<file path="src/rtl/bshift_pkg.sv">
package bshift_pkg;

  // Kind codes seen on kindSel; the numeric values are part of the interface.
  typedef enum logic [2:0] {
    SK_LSL = 3'd0,
    SK_LSR = 3'd1,
    SK_ASR = 3'd2,
    SK_ROR = 3'd3,
    SK_RRX = 3'd4
  } shiftKind_t;

  // What enters the vacated high positions of each right-shift stage.
  typedef enum logic [1:0] {
    FILL_ZERO = 2'd0,
    FILL_SIGN = 2'd1,
    FILL_WRAP = 2'd2
  } fillMode_t;

  // Strobes from control to datapath.
  typedef struct packed {
    logic      mirror;  // reverse the word around the right-shift core
    fillMode_t fill;
    logic      extRot;  // single-step rotate through carry
    logic      bypass;  // reserved code: pass through
  } shiftCtrl_t;

endpackage

</file>
<file path="src/rtl/bshift_ctrl.sv">
module bshift_ctrl
  import bshift_pkg::*;
(
  input  logic [2:0] kindSel,
  output shiftCtrl_t ctrl
);

  always_comb begin
    ctrl = '{mirror: 1'b0, fill: FILL_ZERO, extRot: 1'b0, bypass: 1'b0};
    case (kindSel)
      SK_LSL:  ctrl.mirror = 1'b1;
      SK_LSR:  ctrl.fill   = FILL_ZERO;
      SK_ASR:  ctrl.fill   = FILL_SIGN;
      SK_ROR:  ctrl.fill   = FILL_WRAP;
      SK_RRX:  ctrl.extRot = 1'b1;
      default: ctrl.bypass = 1'b1;
    endcase
  end

endmodule

</file>
<file path="src/rtl/bshift_datapath.sv">
module bshift_datapath
  import bshift_pkg::*;
#(
  parameter int DATA_W = 32,
  parameter int AMT_W  = $clog2(DATA_W)
) (
  input  logic [DATA_W-1:0] opIn,
  input  logic [AMT_W-1:0]  shAmt,
  input  logic              carryIn,
  input  shiftCtrl_t        ctrl,
  output logic [DATA_W-1:0] opOut,
  output logic              carryOut
);

  localparam int EXT_W = DATA_W + 1;

  logic [DATA_W-1:0] srcWord;
  logic [DATA_W-1:0] coreWord;
  logic [DATA_W-1:0] fixedWord;
  logic [EXT_W-1:0]  coreOut;
  logic              signBit;

  assign signBit = opIn[DATA_W-1];

  // Left shifts run through the right-shift core on a mirrored word.
  always_comb begin
    for (int i = 0; i < DATA_W; i++) begin
      srcWord[i] = ctrl.mirror ? opIn[DATA_W-1-i] : opIn[i];
    end
  end

  // Log stages on {word, guard}; the guard ends up holding the last bit out.
  for (genvar k = 0; k < AMT_W; k++) begin : g_stage
    localparam int STEP = 1 << k;
    logic [EXT_W-1:0] cur;
    logic [EXT_W-1:0] nxt;
    logic [STEP-1:0]  fillBits;

    if (k == 0) begin : g_first
      assign cur = {srcWord, carryIn};
    end else begin : g_next
      assign cur = g_stage[k-1].nxt;
    end

    always_comb begin
      case (ctrl.fill)
        FILL_SIGN: fillBits = {STEP{signBit}};
        FILL_WRAP: fillBits = cur[STEP:1];
        default:   fillBits = '0;
      endcase
    end

    assign nxt = shAmt[k] ? {fillBits, cur[EXT_W-1:STEP]} : cur;
  end

  assign coreOut  = g_stage[AMT_W-1].nxt;
  assign coreWord = coreOut[EXT_W-1:1];

  always_comb begin
    for (int i = 0; i < DATA_W; i++) begin
      fixedWord[i] = ctrl.mirror ? coreWord[DATA_W-1-i] : coreWord[i];
    end
  end

  always_comb begin
    if (ctrl.bypass) begin
      opOut    = opIn;
      carryOut = carryIn;
    end else if (ctrl.extRot) begin
      opOut    = {carryIn, opIn[DATA_W-1:1]};
      carryOut = opIn[0];
    end else begin
      opOut    = fixedWord;
      carryOut = coreOut[0];
    end
  end

endmodule

</file>
<file path="src/rtl/barrel_shift_top.sv">
module barrel_shift_top
  import bshift_pkg::*;
#(
  parameter int DATA_W = 32,
  localparam int AMT_W = $clog2(DATA_W)
) (
  input  logic [DATA_W-1:0] opIn,
  input  logic [2:0]        kindSel,
  input  logic [AMT_W-1:0]  shAmt,
  input  logic              carryIn,
  output logic [DATA_W-1:0] opOut,
  output logic              carryOut
);

  shiftCtrl_t ctrl;

  bshift_ctrl u_ctrl (
    .kindSel (kindSel),
    .ctrl    (ctrl)
  );

  bshift_datapath #(
    .DATA_W (DATA_W),
    .AMT_W  (AMT_W)
  ) u_dp (
    .opIn     (opIn),
    .shAmt    (shAmt),
    .carryIn  (carryIn),
    .ctrl     (ctrl),
    .opOut    (opOut),
    .carryOut (carryOut)
  );

endmodule

</file>
<file path="config.mk">
export PLATFORM = sky130hd
export DESIGN_NAME = barrel_shift_top
export DESIGN_NICKNAME = d
export VERILOG_FILES = /design/src/rtl/bshift_pkg.sv /design/src/rtl/bshift_ctrl.sv /design/src/rtl/bshift_datapath.sv /design/src/rtl/barrel_shift_top.sv
export SDC_FILE = /design/constraint.sdc
export NUM_CORES = 1
export LEC_CHECK = 0
export ABC_AREA = 1
export BUFFER_PORTS_ARGS = -buffer_cell sky130_fd_sc_hd__buf_2
export CAP_MARGIN = 10
export CORE_MARGIN = 3
export CORE_UTILIZATION = 35
export DETAILED_ROUTE_END_ITERATION = 8
export PLACE_DENSITY = 0.53
export SLEW_MARGIN = 20
export SYNTH_ARGS = -nofsm -noshare
export SYNTH_HDL_FRONTEND = slang
export SYNTH_HIERARCHICAL = 1
export SYNTH_SLANG_ARGS = --single-unit
</file>
<file path="constraint.sdc">
create_clock -name vclk -period 4.21
set_input_delay 1.263 -clock vclk [all_inputs]
set_output_delay 1.263 -clock vclk [all_outputs]
set_load 0.03 [all_outputs]
</file>
==> results of run 1 <==
per-stage QoR:
step / setup slack, ns / utilization (%)
6_report: -0.381 / 57.3
4_1_cts: -0.343 / 46.8
5_1_grt: -0.495 / 57.3
3_3_place_gp: -0.396 / 45.3
2_1_floorplan: -0.0474 / -
3_5_place_dp: -0.413 / 45.3
timing repair:
item | in CTS | in global routing
resized for setup | 51 | 251
setup buffers | 0 | 5
cloned | 0 | 4
pin swaps | 0 | 47
endpoints found under the setup margin | 33 | 33
path summary, 6_finish.rpt:
path	endpoint	slack (ns)	cells past startpoint
setup / recovery	opOut[23]	-0.38	21
hold / removal	opOut[17]	2.92	4
cell families after synthesis:
family                     Yosys count
buffers and inverters               80
AOI/OAI and AO/OA                   39
and+or+nand+nor                    749
adders and majority gates            2
cell type report:
class,count,area (um2),area share [%]
tap,136,170,2.84
timing repair buffer,134,1220,20.3
inverter,15,63.8,1.06
multi-input combinational,790,4540,75.8
routing by layer:
metal	up-vias	global-route usage (%)	wire, um
li1	3027	-	-
met1	2899	41.4	8460
met2	386	45.6	8980
met3	65	6.25	2120
met4	0	8.05	823
met5	-	0	0
where the power goes:
| part | switching (mW) | internal, mW |
|---|---|---|
| registers | 0 | 0 |
| clock network | 0 | 0 |
| logic | 0.579 | 0.329 |
| total | 0.579 | 0.329 |
layout by cell type, fill, tap and decap left out:
master,count
inv_1,6
clkbuf_4,1
clkinv_1,3
a31oi_1,1
or2_0,1
o21ai_2,1
buf_4,50
nand3_1,164
inv_4,1
nand3_2,134
or2_1,1
o211ai_1,1
buf_2,39
inv_6,1
a21oi_4,14
ha_1,1
inv_2,4
nand2_4,5
clkbuf_16,3
nand3_4,3
nor2_4,2
nand2_1,310
a21oi_1,16
nor2_2,2
buf_8,2
o21ai_1,3
buf_12,11
nor2_1,55
o21ai_4,1
and2_4,1
ha_2,1
nand2_2,71
a21oi_2,1
o21ai_0,1
buf_6,28
==> results.md, run 1 <==
- The run finished, with violations left.
- The checks that failed: setup timing.
- The category of cells accounting for the largest share of critical-path delay is simple AND/OR/NAND/NOR gates.
- The start point of the worst hold path is opIn[17].
- The design draws ~0.9 mW.
- STA classifies the critical path startpoint as a primary input.
- After filler insertion, the fill cell instance count of the layout stands at 1122.
- Once detail routing completed, the nets flagged for antenna violations numbered 0.
- The register cell area after layout is 0 um2.
- The count of different cell masters after synthesis is 22.
- The post-synthesis compound-gate area fraction is about 5.2%.
- Setup repair after global routing could not meet its margin everywhere.
- The global routing usage summed across all routing layers is between 20% and 30%.
- The max-slew violation total from the final report is 0.
- The power per unit of standard cell area is between 150 and 200 mW/mm2.
- Sorting the synthesized cells by area gives the leading types as nand3_1, nand2_1, nor2_1, a21oi_1, buf_2.
- The detailed-placement wirelength estimate is 15400 um.
- The total number of sequential cells is 0.
- After detailed routing, the average wire length per cell comes to ~19 um.
- The most numerous cell type found on the critical path is nand2_1.
- Summed over all layers, the global routing overflow is 0.
- The final sum of negative setup slack is -10.65 ns.
- Traced cell by cell, the critical path runs through buf_8, inv_6, nand2_4, nor2_4, inv_2, buf_4, nand2_1, nand3_2, nand3_2, nand3_1, nand2_1, nand2_1, nand3_1, nand2_1, nand2_1, nand3_1, nand2_1, nand2_1, nand2_1, nand2_1, buf_4.
- The slowest cell on the critical path is buf_4.
- Across all setup checks in the final design, the least slack found is -0.381 ns.
- The start point of the critical path is kindSel[0].
- The floorplan step set the die height to around 110 um.
- The via count of the first global-routing pass is ~5.6k.
- The die covers ~0.012 mm2.
- The mux share of post-synthesis cell area is 0%.
- The required time of the critical path is 2.95 ns.
- The worst hold-check slack is 2.92 ns.
- The critical path is of the primary input to output pin type.
- The number of nets handed over by synthesis was slightly above 900.
- The first TritonRoute pass finished after 6 iterations.
- The total cell area at the placement stage is approximately 0.0047 mm2.
- Once layout is done, the placed cells without fillers occupy 0.00600 mm2.
- The category of the worst setup path capture point is an output pin.
- The arrival time at the worst endpoint is around 3.3 ns.
- From synthesis to final layout, the design area changed by 56.8%.
- The die width is about 110 um.
- Of the synthesized area, sequential elements account for 0%.
- Summed over all instances, the cell type with the most area after synthesis is nand3_1.
- The non-filler instance count after layout is between 1k and 1.5k.
- For this run, the post-layout net count is about 980.
- Buffers inserted to repair hold after CTS numbered 0.
- The first global-routing pass estimated roughly 30000 um of wire.
- On the worst path, the slowest cell contributes a delay of 0.20 ns.
- The layout has 0 clock buffers.
- The number of cell rows is 37.
- Setup violations remaining at the end of the flow were counted as 33.
- The initial antenna violation count is 0.
- The routability congestion estimate is 1.07.
- The post-layout minimum cycle time is around 4.6 ns.
- The type of the most critical hold path is primary input to output pin.
- The proportion of netlist area held by the largest area contributor is 39.3%.
- The synthesized netlist devotes 0% of its cell area to XOR and XNOR gates.
- In the routed design, unresolved DRC markers number 0.
- The static leakage is roughly 3.1 nW.
- The number of input and output port buffers inserted is between 70 and 80.
- Using the TritonRoute via totals, the vias-per-cell ratio works out to between 5 and 6.
- The repair_antennas step left the layout with diodes totalling 0.
- The peak ir drop on the vdd network is ~0.10 mV.
- The number of instances in the placed design is 1066.
- The maximum frequency from static timing analysis is 218 MHz.
- After detailed routing, the total wire length is between 20000 and 25000 um.
- The core region is about 0.010 mm2.
- The final worst-path cycle share is 109%.
- Headroom to the max-slew limit came out at a little over two thirds.
- The number of buffers and inverters on the critical path is 5.
- The most instantiated library cell after synthesis is nand2_1.
- After Yosys synthesis, and, or, nand and nor cells account for a little over four fifths of the synthesized area.
- The final hold violation count came to 0.
- The average cell area after synthesis is roughly 4.4 um2.
- The number of max-capacitance violations reported is 0.
- Of all nets on the critical path, the largest fanout is 14.
- During I/O placement, the number of pins put on the boundary was 74.
- The mapped netlist covers between 0.003 and 0.004 mm2.
- The number of vias in the routed layout is between 6k and 7k.
- The measured slew at the worst slew-check pin is ~0.45 ns.
- The dominant combinational cell family by area after synthesis is simple AND/OR/NAND/NOR gates.
- The starting density of the core is 36.6%.
- During synthesis, Yosys emitted a total of 6 warnings.
- The largest net degree at the start of global routing is 46.
- Counting every instance in the synthesized netlist gives 870.
- After synthesis, the most frequently instantiated cells are nand2_1, nand3_1, nor2_1.
- The number of design-rule violations left by the first detailed-router iteration is about 840.
- The share of synthesized cell area in full adder, half adder and majority cells is 0.654%.
- In the final layout, the share of cells above drive strength 1 is between 40% and 50%.
Power figures use the tool's default switching activity.
==> run 2: changes to the inputs <==
--- a/config.mk
+++ b/config.mk
@@ -8,6 +8,7 @@
 export ABC_AREA = 1
 export BUFFER_PORTS_ARGS = -buffer_cell sky130_fd_sc_hd__buf_2
 export CAP_MARGIN = 10
+export CORE_ASPECT_RATIO = 0.6
 export CORE_MARGIN = 3
 export CORE_UTILIZATION = 35
 export DETAILED_ROUTE_END_ITERATION = 8
==> results.md, run 2 (synthesized netlist as in run 1, its figures left out) <==
- The run finished, with violations left.
- The final reports fail on setup timing.
- The core outline area is 0.0102 mm2 (-2.2%).
- The count of clock-net buffers in the final layout is 0 (unchanged).
- The relative slew slack is 64.5% (-5.2 points).
- The total number of sequential cells is 0 (unchanged).
- The critical path class is primary input to output pin.
- The maximum frequency from static timing analysis is 210 MHz (-3.4%).
- The number of design-rule violations left by the first detailed-router iteration is 1326 (+57%).
- The final hold violation count is 0 (unchanged).
- The hold-fix buffer count after cts was 0 (unchanged).
- The global routing usage summed across all routing layers is 32.5% (+2.9 points).
- The initial antenna violation count is 0 (unchanged).
- The count of inserted antenna diode cells is 0 (unchanged).
- The power after layout is 1.07 mW (+18%).
- The arrival time at the worst endpoint came to 3.49 ns (+0.16 ns).
- The chip height came to 87.0 um (-21%).
- The routed wirelength normalized by instance count is 21.8 um (+15%).
- The count of antenna-violating nets left after detailed routing is 0 (unchanged).
- The net count of the finished layout is 1020 (+3.7%).
- The DRC violation count after routing is 0 (unchanged).
- The final worst-path cycle share came to 113% (+3.8 points).
- The post-layout minimum cycle time is 4.75 ns (+0.160 ns).
- The largest net degree at the start of global routing is 50 (+8.7%).
- The footprint of the multi-input gates is 0.00524 mm2 (+15%).
- The global-route wire length before repair is 31300 um (+4.3%).
- The peak ir drop on the vdd network is 0.135 mV (+30%).
- The die width is 141 um (+28%).
- The power per unit of standard cell area is 152 mW/mm2 (+0.23%).
- The static leakage came to 3.55 nW (+13%).
- The routed wire length came to 24200 um (+19%).
- STA classifies the critical path startpoint as a primary input.
- For hold timing, the worst endpoint is opOut[17].
- The synthesis-to-layout area growth is 84.5%.
- The routability congestion estimate was 1.07 (-0.41%).
- The total of fill cells in the finished design is 881 (-21%).
- The number of input and output port buffers inserted came to 74 (unchanged).
- The start point of the worst hold path is opIn[17].
- The number of detailed-routing iterations run before antenna repair is 6 (unchanged).
- The worst setup path is captured at an output pin.
- The worst setup slack after layout is -0.542 ns (-0.160 ns).
- The measured slew at the worst slew-check pin came to 0.531 ns (+0.0778 ns).
- The via count of the first global-routing pass is 5442 (-2.1%).
- The detailed-placement wirelength estimate is 16700 um (+8.3%).
- The largest fanout on the critical path is 9 (-5).
- The total I/O pin count is 74 (unchanged).
- The die outline area is 0.0123 mm2 (+0.33%).
- The final-report setup violation count came to 33 (unchanged).
- The max-slew violation total from the final report is 0 (unchanged).
- The post-detailed-route via-to-cell ratio was 6.35 (+7.0%).
- The share of post-route cells with drive strength above 1 is 53.8% (+14 points).
- The most common cell after layout, fill and taps aside is nand2_1.
- The final core area utilization was 69.0% (+12 points).
- The library cells used most frequently in the layout, excluding fill and tap cells, are nand2_1, nand3_2, nand2_2.
- The number of vias in the routed layout was 7048 (+11%).
- The path class of the tightest hold or removal check is primary input to output pin.
- The required time of the critical path came to 2.95 ns (about the same).
- The register cell area after layout was 0 um2 (unchanged).
- The starting density of the core is 37.4% (+0.83 points).
- Setup repair after global routing could not meet its margin everywhere.
- The number of instances on the worst hold path is 4 (unchanged).
- The number of max-capacitance violations reported came to 0 (unchanged).
- The number of cell rows is 28 (-24%).
- The leftover overflow at the end of global routing is 0 (unchanged).
-- run 2: changes by cell type in the layout (fill, tap and decap cells not counted), moves of 8 or more --
cell     delta
buf_4      +23
buf_6       +8
nand2_1    -56
nand2_2    +44
nand2_4    +12
nand3_1    -55
nand3_2    +26
nand3_4    +29
-- run 2: worst max path at each step --
stage	depth (start not counted)	slack, ns	from	endpoint
floorplan	15	-0.05	kindSel[1]	carryOut
global placement	21	-0.49	kindSel[1]	opOut[23]
detailed placement	18	-0.50	kindSel[0]	carryOut
CTS	17	-0.43	kindSel[0]	carryOut
global route	21	-0.62	kindSel[0]	opOut[16]
finish	21	-0.54	kindSel[0]	opOut[16]
-- run 2: metal layers --
layer,vias to the layer above,GRT usage [%],part of all wire (%)
met1,3207,50.4,41
met4,0,3.87,4.2
met3,127,10.9,15
met5,-,0,0
met2,604,43.3,39
li1,3110,-,-
-- run 2: power breakdown --
group	total, mW	internal, mW	switching, mW
clock	0	0	0
combinational	1.07	0.390	0.680
sequential	0	0	0
total	1.07	0.390	0.680
-- run 2: worst max-delay path: stages --
cell	delay [ns]
buf_8	0.10
inv_6	0.05
nand2_4	0.05
nor2_4	0.15
buf_12	0.14
buf_8	0.12
nand2_1	0.10
nand3_1	0.16
nand3_2	0.11
nand2_1	0.12
nand2_1	0.08
nand2_1	0.09
nand2_1	0.10
nand2_2	0.09
nand2_2	0.06
nand3_1	0.09
nand2_2	0.13
nand2_2	0.09
nand3_2	0.08
a21oi_4	0.15
buf_6	0.15
-- run 2: stage by stage --
step	area, um2	TNS, ns	hold slack [ns]	cells	setup slack [ns]
floorplan	3980	-0.0474	2.74	870	-0.0474
global placement	4970	-13.90	2.92	1097	-0.491
detailed placement	4970	-13.85	2.92	1097	-0.504
CTS	5090	-13.02	2.93	1097	-0.432
global route	7060	-18.17	2.94	1110	-0.622
finish	7060	-15.08	2.93	1110	-0.542
-- run 2: layout make-up --
class              count  share of cell area, %
multi-input cells    790                   74.3
inverters             15                  0.975
well taps            135                   2.39
repair buffers       170                   22.3
-- run 2: what timing repair did --
action,in CTS,in global routing
buffers inserted,0,9
endpoints found under the setup margin,33,33
gates resized for setup,33,452
gates cloned,0,5
pin swaps,0,64
==> run 3: changes to the inputs <==
--- a/config.mk
+++ b/config.mk
@@ -5,14 +5,15 @@
 export SDC_FILE = /design/constraint.sdc
 export NUM_CORES = 1
 export LEC_CHECK = 0
-export ABC_AREA = 1
+export ABC_AREA = 0
 export BUFFER_PORTS_ARGS = -buffer_cell sky130_fd_sc_hd__buf_2
 export CAP_MARGIN = 10
 export CORE_ASPECT_RATIO = 0.6
 export CORE_MARGIN = 3
 export CORE_UTILIZATION = 35
 export DETAILED_ROUTE_END_ITERATION = 8
-export PLACE_DENSITY = 0.53
+export PLACE_DENSITY = 0.52
+export REMOVE_ABC_BUFFERS = 1
 export SLEW_MARGIN = 20
 export SYNTH_ARGS = -nofsm -noshare
 export SYNTH_HDL_FRONTEND = slang
==> results.md, run 3 <==
- The setup slack after placement is -1.21 ns (-0.702 ns).
- The largest fanout on the critical path is 6 (-3).
- The count of yosys warnings during synthesis is 6 (unchanged).
- The initial antenna violation count is 0 (unchanged).
- The share of the yosys chip area belonging to registers came to 0% (unchanged).
- The most instantiated library cell after synthesis is nand2_1.
- The DRC violation count after routing is 0 (unchanged).
- The global routing usage summed across all routing layers is 32.7% (+0.21 points).
- The count of different cell masters after synthesis was 60 (+170%).
- The power after layout is 1.26 mW (+18%).
- The via count of the first global-routing pass is 6030 (+11%).
- The global-route wire length before repair was 36800 um (+18%).
- The number of vias in the routed layout is 6398 (-9.2%).
- The slowest stage of the critical path belongs to the cell mux4_2.
- The category of cells accounting for the largest share of critical-path delay is multiplexers.
- The measured slew at the worst slew-check pin is 0.762 ns (+0.231 ns).
- The hold-fix buffer count after cts is 0 (unchanged).
- The proportion of netlist area held by the largest area contributor was 31.0% (-8.2 points).
- The die outline area was 0.0145 mm2 (+18%).
- The arrival time at the worst endpoint is 4.03 ns (+0.54 ns).
- Among the stages of the critical path, the cell type that occurs most often is buf_12.
- The number of standard cells after synthesis is 573 (-34%).
- The number of cell rows is 31 (+11%).
- The kind of start point of the critical path is a primary input.
- The number of detailed-routing iterations run before antenna repair is 6 (unchanged).
- The relative slew slack is 48.9% (-16 points).
- The peak ir drop on the vdd network is 0.121 mV (-10%).
- The checks that failed: setup timing.
- The routability congestion estimate is 1.09 (+1.7%).
- The total number of sequential cells is 0 (unchanged).
- The starting density of the core is 36.8% (-0.56 points).
- The final-report setup violation count was 33 (unchanged).
- The critical path is of the primary input to output pin type.
- The post-layout minimum cycle time is 5.29 ns (+0.541 ns).
- The routed wirelength normalized by instance count is 25.4 um (+17%).
- The core outline area is 0.0124 mm2 (+21%).
- In the layout the commonest cells are buf_4, mux4_2, nand2_1.
- The type of the most critical hold path is primary input to output pin.
- The worst setup slack after layout is -1.08 ns (-0.541 ns).
- The total of fill cells in the finished design came to 1071 (+22%).
- The stage delay of the slowest cell on the critical path is 0.50 ns (+0.34 ns).
- The routed wire length came to 25100 um (+3.9%).
- The required time of the critical path came to 2.95 ns (about the same).
- The number of design-rule violations left by the first detailed-router iteration is 728 (-45%).
- The critical path buffer and inverter count is 6 (+1).
- The final hold violation count is 0 (unchanged).
- The largest area contributor in the netlist is mux4_2.
- The final worst-path cycle share is 126% (+13 points).
- The power per unit of standard cell area is 159 mW/mm2 (+4.9%).
- The maximum frequency from static timing analysis is 189 MHz (-10%).
- Traced cell by cell, the critical path runs through buf_12, nor3_4, buf_6, buf_12, buf_16, buf_12, mux4_2, mux2_4, a22oi_2, nand3_1, o31a_1, a221oi_2, a22oi_1, buf_4.
- By area the synthesized netlist is led by mux4_2, mux2i_1, a21oi_1, mux2_2, nand2_1.
- The register cell area after layout is 0 um2 (unchanged).
- The max-slew violation total from the final report came to 0 (unchanged).
- The number of max-capacitance violations reported is 0 (unchanged).
- The count of clock-net buffers in the final layout is 0 (unchanged).
- The average cell area after synthesis came to 7.98 um2 (+81%).
- The count of inserted antenna diode cells is 0 (unchanged).
- The post-detailed-route via-to-cell ratio is 6.47 (+1.9%).
- The total I/O pin count came to 74 (unchanged).
- The final core area utilization is 64.0% (-5.0 points).
- The number of input and output port buffers inserted is 74 (unchanged).
- The net count of the finished layout is 869 (-15%).
- The die width was 154 um (+8.9%).
- The most common cell after layout, fill and taps aside is buf_4.
- The largest net degree at the start of global routing is 32 (-36%).
- By count the netlist is led by nand2_1, mux4_2, a21oi_1.
- The flow ran to the end, but the final reports show violations.
- The share of post-route cells with drive strength above 1 is 63.6% (+9.7 points).
- Relative to the synthesized area, the layout overhead comes to 73.7%.
- The count of antenna-violating nets left after detailed routing is 0 (unchanged).
- Setup repair after global routing could not meet its margin everywhere.
- The static leakage is 3.39 nW (-4.5%).
- The detailed-placement wirelength estimate is 19300 um (+16%).
- The area of the mapped netlist is 0.00457 mm2 (+20%).
- The chip height is 94.5 um (+8.7%).
- The leftover overflow at the end of global routing is 0 (unchanged).
- STA classifies the critical path endpoint as an output pin.
-- run 3: cell count changes in the layout (fill, tap and decap cells not counted), moves of 16 or more --
cell	previous run	this run
a21oi_1	15	42
buf_4	73	228
inv_1	6	22
mux2_2	0	18
mux2i_1	0	31
mux4_2	0	63
nand2_1	254	62
nand2_2	115	2
nand2_4	17	1
nand3_1	109	6
nand3_2	160	0
nand3_4	32	0
nor2_1	55	39
-- run 3: cell type report --
type / instances / area (um2) / share of cell area [%]
tap: 165 / 206 / 2.60
multi-input combinational: 477 / 4900 / 61.7
inverter: 26 / 101 / 1.28
timing repair buffer: 321 / 2730 / 34.4
-- run 3: worst paths after layout --
check                   from  cells past startpoint         to
setup / recovery  kindSel[0]                     14  opOut[29]
hold / removal       carryIn                      3   carryOut
-- run 3: repair_timing --
action                     in CTS  in global routing
setup endpoints to repair      33                 33
gates resized for setup       131                107
pin swaps                      35                 46
gates cloned                    2                  0
buffers inserted               27                 17
-- run 3: where the power goes --
group	internal [mW]	switching, mW
Combinational	0.599	0.666
Clock	0	0
Sequential	0	0
Total	0.599	0.666
-- run 3: cell families (layout without fill, tap and decap cells) --
kind of cell | after synthesis | after routing | synth area share (%)
buffers and inverters | 96 | 347 | 9.20
muxes | 133 | 133 | 47.2
xor gates and xnor gates | 1 | 1 | 0.192
and+or+nand+nor | 147 | 147 | 14.0
adders and majority gates | 2 | 2 | 0.547
AOI/OAI and AO/OA | 194 | 194 | 28.9
-- run 3: metal layers --
layer | vias to the layer above | part of all wire [%] | track usage [%] | wire length [um]
li1 | 2778 | - | - | -
met1 | 3154 | 44 | 48.5 | 11100
met2 | 431 | 42 | 46.6 | 10500
met3 | 33 | 13 | 11.0 | 3230
met4 | 2 | 1.2 | 5.07 | 312
met5 | - | 0.26 | 0 | 66
-- run 3: per-stage QoR --
step / hold slack, ns / setup TNS [ns] / instances / area [um2]
detailed placement: 2.98 / -33.44 / 949 / 6570
CTS: 2.95 / -29.02 / 976 / 7330
floorplan: 2.75 / -178.42 / 503 / 4250
finish: 2.96 / -30.56 / 989 / 7940
global placement: 2.97 / -33.29 / 949 / 6570
global route: 2.96 / -33.13 / 989 / 7940
-- run 3: tightest hold or removal path: stages --
cell and delay (ns):
buf_2 0.13, a221o_1 0.17, buf_6 0.13
